**src/rtl/pcm_slot_pkg.sv**
```systemverilog
package pcm_slot_pkg;

  typedef enum logic [1:0] {
    LVL_NEG  = 2'b00,
    LVL_GND  = 2'b01,
    LVL_HIGH = 2'b10,
    LVL_RSV  = 2'b11
  } addr_lvl_t;

  // Slot carries PCM traffic in both directions
  function automatic logic lvl_is_pcm(input logic [1:0] code);
    return (code == LVL_NEG) || (code == LVL_GND);
  endfunction

  // Slot carries a control word at all
  function automatic logic lvl_has_ctl(input logic [1:0] code);
    return code != LVL_RSV;
  endfunction

endpackage

```
**src/rtl/pcm_slot_seq.sv**
```systemverilog
// Slot sequencer: samples the strobe on rising edges, tracks bit position.
module pcm_slot_seq #(
  parameter int W  = 8,
  parameter int IW = 3
) (
  input  logic          clk,
  input  logic          rst,
  input  logic          frame_n,
  input  logic [1:0]    addr_lvl,
  output logic          act,
  output logic [IW-1:0] idx,
  output logic [1:0]    mode,
  output logic          start_now,
  output logic          step_now,
  output logic          last_now,
  output logic          abort_now
);

  localparam logic [IW-1:0] LAST_IDX = IW'(W - 1);

  logic rearm_wait;

  always_comb begin
    start_now = !act && !frame_n && !rearm_wait;
    last_now  = act && (idx == LAST_IDX);
    abort_now = act && !last_now && frame_n;
    step_now  = act && !last_now && !frame_n;
  end

  always_ff @(posedge clk) begin
    if (rst) begin
      act        <= 1'b0;
      idx        <= '0;
      mode       <= 2'b00;
      rearm_wait <= 1'b0;
    end else begin
      act <= start_now || step_now;
      if (start_now) begin
        idx  <= '0;
        mode <= addr_lvl;
      end else if (step_now) begin
        idx <= idx + 1'b1;
      end
      if (frame_n)
        rearm_wait <= 1'b0;
      else if (last_now)
        rearm_wait <= 1'b1;
    end
  end

endmodule

```
**src/rtl/pcm_tx_shift.sv**
```systemverilog
// Outgoing shifter: MSB first, one bit per rising edge.
module pcm_tx_shift #(
  parameter int W = 8
) (
  input  logic         clk,
  input  logic         rst,
  input  logic         load,
  input  logic [W-1:0] word,
  input  logic         shift,
  input  logic         stop,
  output logic         ser,
  output logic         oe
);

  logic [W-1:0] pend;

  always_ff @(posedge clk) begin
    if (rst) begin
      pend <= '0;
      ser  <= 1'b0;
      oe   <= 1'b0;
    end else if (load) begin
      ser  <= word[W-1];
      pend <= word << 1;
      oe   <= 1'b1;
    end else if (stop) begin
      ser  <= 1'b0;
      oe   <= 1'b0;
    end else if (shift && oe) begin
      ser  <= pend[W-1];
      pend <= pend << 1;
    end
  end

endmodule

```
**src/rtl/pcm_rx_deser.sv**
```systemverilog
// Incoming deserializer: samples on falling edges, MSB first.
module pcm_rx_deser #(
  parameter int W = 8
) (
  input  logic         clk,
  input  logic         rst,
  input  logic         en,
  input  logic         ser,
  output logic [W-1:0] word
);

  always_ff @(negedge clk) begin
    if (rst)
      word <= '0;
    else if (en)
      word <= {word[W-2:0], ser};
  end

endmodule

```
**src/rtl/pcm_slot_port.sv**
```systemverilog
module pcm_slot_port #(
  parameter int W = 8
) (
  input  logic         clk,
  input  logic         rst,
  input  logic         frame_n,
  input  logic [1:0]   addr_lvl,
  input  logic         pcm_in_ser,
  input  logic         ctl_in_ser,
  input  logic [W-1:0] tx_word,
  output logic         pcm_out_ser,
  output logic         pcm_out_en,
  output logic [W-1:0] rx_word,
  output logic         rx_word_vld,
  output logic [W-1:0] ctl_word,
  output logic         ctl_load_pri,
  output logic         ctl_load_sec
);
  import pcm_slot_pkg::*;

  localparam int IW = (W > 2) ? $clog2(W) : 1;
  localparam int NLANE = 2;   // lane 0: PCM, lane 1: control

  logic          act, start_now, step_now, last_now, abort_now;
  logic [IW-1:0] idx;
  logic [1:0]    mode;

  pcm_slot_seq #(.W(W), .IW(IW)) u_seq (
    .clk(clk), .rst(rst), .frame_n(frame_n), .addr_lvl(addr_lvl),
    .act(act), .idx(idx), .mode(mode),
    .start_now(start_now), .step_now(step_now),
    .last_now(last_now), .abort_now(abort_now)
  );

  pcm_tx_shift #(.W(W)) u_tx (
    .clk(clk), .rst(rst),
    .load(start_now && lvl_is_pcm(addr_lvl)),
    .word(tx_word),
    .shift(step_now),
    .stop(last_now || abort_now),
    .ser(pcm_out_ser),
    .oe(pcm_out_en)
  );

  logic [NLANE-1:0] lane_ser, lane_en;
  logic [W-1:0]     lane_word [NLANE];

  assign lane_ser = {ctl_in_ser, pcm_in_ser};
  assign lane_en  = {act && lvl_has_ctl(mode), act && lvl_is_pcm(mode)};

  for (genvar g = 0; g < NLANE; g++) begin : g_lane
    pcm_rx_deser #(.W(W)) u_rx (
      .clk(clk), .rst(rst), .en(lane_en[g]),
      .ser(lane_ser[g]), .word(lane_word[g])
    );
  end

  // Completion stage: parallel words and load pulses
  always_ff @(posedge clk) begin
    if (rst) begin
      rx_word      <= '0;
      ctl_word     <= '0;
      rx_word_vld  <= 1'b0;
      ctl_load_pri <= 1'b0;
      ctl_load_sec <= 1'b0;
    end else begin
      rx_word_vld  <= last_now && lvl_is_pcm(mode);
      ctl_load_pri <= last_now && lvl_is_pcm(mode);
      ctl_load_sec <= last_now && (mode == LVL_HIGH);
      if (last_now && lvl_is_pcm(mode))
        rx_word <= lane_word[0];
      if (last_now && lvl_has_ctl(mode))
        ctl_word <= lane_word[1];
    end
  end

endmodule

```
**config.mk**
```make
export PLATFORM = sky130hd
export DESIGN_NAME = pcm_slot_port
export DESIGN_NICKNAME = d
export VERILOG_FILES = /design/src/rtl/pcm_slot_pkg.sv /design/src/rtl/pcm_slot_seq.sv /design/src/rtl/pcm_tx_shift.sv /design/src/rtl/pcm_rx_deser.sv /design/src/rtl/pcm_slot_port.sv
export SDC_FILE = /design/constraint.sdc
export NUM_CORES = 1
export LEC_CHECK = 0
export BUFFER_PORTS_ARGS = -buffer_cell sky130_fd_sc_hd__clkbuf_2
export CAP_MARGIN = 20
export CORE_AREA = 2 2 74 76
export CTS_CLUSTER_DIAMETER = 120
export CTS_CLUSTER_SIZE = 8
export DETAILED_ROUTE_END_ITERATION = 12
export DIE_AREA = 0 0 76 78
export PLACE_DENSITY_LB_ADDON = 0.15
export SYNTH_ARGS = -nofsm -noshare
export SYNTH_HDL_FRONTEND = slang
export SYNTH_HIERARCHICAL = 1
export SYNTH_SLANG_ARGS = --single-unit
```
**constraint.sdc**
```tcl
create_clock -name clk -period 3.25 [get_ports clk]
set_input_delay 0.325 -clock clk [delete_from_list [all_inputs] [get_ports clk]]
set_output_delay 0.325 -clock clk [all_outputs]
set_load 0.01 [all_outputs]
```
==> impl_metrics.csv <==
group,metric,value,unit
power,p_clk_frac,0.395,
clock_tree,cts_buffers,5,
sta,setup_tns,0,ns
power,p_sw_frac,0.252,
clock_tree,cts_hold_buf,0,
floorplanning,fp.dieH,78,µm
synth,synth_xor_area_frac,0.00436,
global_route,grt_pass1_wl,6190,µm
placement,place.gp.congestion,0.704,
detailed_routing,post_drt_wl_per_cell,11.1,µm
global_route,grt_use_total,0.129,
power,p_per_area,506,nW/µm²
synth,synth.distinct_cells,33,
clock_tree,worst_setup_hold_path_clk_slew,0.09,ns
clock_tree,clockBufferDepth,2,
synth,ys_warn_count,6,
critical_path,worstSetupPathType,"flop to flop",
synth,avgSynthCellArea,9.47,µm²
detailed_routing,ant_nets,0,
cells_and_area,area_growth,17.1,%
cells_and_area,n_fill_cell,528,
cells_and_area,num_antenna_cells,0,
detailed_routing,num_vias,1503,
critical_path,end_kind,"flop",
clock_tree,cts_resized,0,
critical_path,cp.arrival,1.47,ns
power,power,1.19,mW
floorplanning,num_io_pins,36,
clock_tree,cts_tree,"built",
power,combPwrFrac,0.069,
detailed_routing,drtIter0Drc,71,
clock_tree,clock_latency,0.36,ns
power,ir_drop,0.270,mV
placement,portBuffers,35,
placement,dpl_cell_area,2190,µm²
synth,synth-adder-area-share,0.0125,
clock_tree,cts-htree-levels,2,
sta,whs,0.264,ns
run,cap_violations,0,
sta,grt_setup_unrepaired,"no",
critical_path,crit_fanout,8,
floorplanning,start_util,0.398,
synth,synthMuxAreaShare,0.105,
cells_and_area,finalInstanceArea,2350,µm²
power,p_int,889,µW
placement,dp.cells,306,
floorplanning,die_area,5930,µm²
sta,slew_headroom,0.538,
global_route,grt_pass1_vias,1354,
detailed_routing,routed_wl,3640,µm
floorplanning,rows,26,
power,p_sw,300,µW
global_route,antenna_found_initial,0,
global_route,grt_overflow_total,0,
synth,ys_seq_area_frac,0.498,
clock_tree,cts_root_buf,"clkbuf_8",
synth,synth-compound-area-share,0.104,
global_route,grt_max_degree,35,
placement,place_ws,0.348,ns
detailed_routing,drc_errors,0,
sta,slew_viol_final,0,
synth,ys_seq_elements,50,
sta,final-setup-viol-count,0,
power,pwr-share-seq,0.536,
cells_and_area,nets,274,
cells_and_area,multiInputGateArea,892,µm²
synth,synthesis.nets,229,
placement,hpwl,2470,µm
power,power_leakage,0.979,nW
sta,tightest_slew,0.694,ns
sta,fin_ws,0.356,ns
cells_and_area,fin_cells,328,
clock_tree,cts_setup_buffers,0,
hold_path,hold_class,"primary input to flop",
sta,final-hold-violation-count,0,
floorplanning,core_area,5040,µm²
synth,syn_inst,212,
detailed_routing,drt-pass1-iter-count,4,
detailed_routing,viasPerCell,4.58,
cells_and_area,regArea,1000,µm²
clock_tree,cts_sinks,50,
synth,synth_top_family_by_area,"simple AND/OR/NAND/NOR gates",
cells_and_area,drive_above_1_share,0.225,
synth,syn-cell-area,2010,µm²
floorplanning,die_w,76,µm
cells_and_area,postLayoutCoreUtil,0.466,
run_status,status,"finished, final reports clean",
critical_path,cp-start-kind,"flop",
synth,yosys.area_share.simple,0.219,
critical_path,crit_required,1.83,ns
sta,skew,0.0640,ns
==> cells in the final DEF, fill, tap and decap left out, drive strengths merged, types with 2 or more instances in the layout <==
cell type / n
buf: 3
and3b: 2
ha: 2
clkbuf: 42
nand2: 35
a2111oi: 6
nor2b: 7
a21oi: 18
dfxtp: 50
a21boi: 2
inv: 18
nor2: 28
mux2i: 21
nor3b: 2
nor3: 11
==> cell families after synthesis <==
kind of cell | count (synthesis)
DFF | 50
adders and majority gates | 2
xor gates and xnor gates | 1
buffers and inverters | 18
AOI/OAI and AO/OA | 28
muxes | 21
and+or+nand+nor | 92
==> cell type report <==
cell class | instances | share of cell area
sequential | 50 | 0.426
multi-input combinational | 144 | 0.379
timing repair buffer | 38 | 0.0841
clock buffer | 7 | 0.0415
tap | 70 | 0.0373
clock inverter | 17 | 0.0287
inverter | 2 | 0.00319
==> layer usage <==
layer	GRT usage	wire length, µm	up-vias
met4	0.0655	49	0
met3	0.0267	153	4
met5	0	0	-
met1	0.169	1860	672
met2	0.203	1580	29
li1	-	-	798
==> worst max-delay path: stages (launching register included) <==
cell and delay, ns:
dfxtp_1 0.38, and2b_1 0.49, mux2i_1 0.25, nor2_1 0.05
==> path summary, 6_finish.rpt <==
path	cells past startpoint	to	start	slack (ns)
worst max-delay path	3	g_lane[0].u_rx/word[4]	u_seq/mode[1]	0.36
worst min-delay path	3	u_seq/mode[0]	addr_lvl[0]	0.26
worst max register to register	3	g_lane[0].u_rx/word[4]	u_seq/mode[1]	0.36
worst min register to register	2	rx_word[1]	rx_word[1]	0.46
==> cells in the mapped netlist <==
master | n | area share
nor3b_1 | 1 | 0.0037
inv_1 | 4 | 0.0075
nor4bb_1 | 1 | 0.0050
nor2_1 | 28 | 0.052
and2_2 | 1 | 0.0037
a21bo_2 | 1 | 0.0050
buf_6 | 4 | 0.022
or3b_1 | 1 | 0.0044
nand2b_1 | 1 | 0.0031
or3_1 | 1 | 0.0031
clkbuf_2 | 1 | 0.0025
nor3b_4 | 1 | 0.0093
xnor2_1 | 1 | 0.0044
o22ai_1 | 1 | 0.0031
clkbuf_1 | 2 | 0.0037
a2111oi_2 | 5 | 0.037
buf_1 | 2 | 0.0037
a2111oi_0 | 1 | 0.0044
and2b_1 | 1 | 0.0037
or2_2 | 1 | 0.0031
buf_4 | 4 | 0.015
nor3_1 | 10 | 0.025
buf_2 | 1 | 0.0025
dfxtp_1 | 50 | 0.50
a21boi_2 | 1 | 0.0056
nor2b_1 | 7 | 0.022
mux2i_1 | 21 | 0.10
a21boi_0 | 1 | 0.0037
and3b_2 | 2 | 0.010
nand2_1 | 35 | 0.065
a21oi_1 | 18 | 0.045
nor3_2 | 1 | 0.0050
ha_1 | 2 | 0.012
==> power groups by stage <==
stage	clock (mW)	combinational [mW]	sequential [mW]
finish	0.470	0.0826	0.637
floorplan	0.0342	0.0660	0.648
global placement	0.0342	0.0831	0.650
global route	0.541	0.0915	0.639
CTS	0.489	0.0840	0.637
detailed placement	0.0342	0.0837	0.650
==> sequential cells by signal (all words and copies together) (netlist names) <==
signal and flops:
g_lane.u_rx/word 16, ctl_load_pri 1, u_seq/act 1, u_seq/idx 3
u_tx/oe 1, ctl_load_sec 1, u_tx/pend 7, u_seq/rearm_wait 1
rx_word 8, ctl_word 8, u_seq/mode 2, u_tx/ser 1
Power figures use the tool's default switching activity.
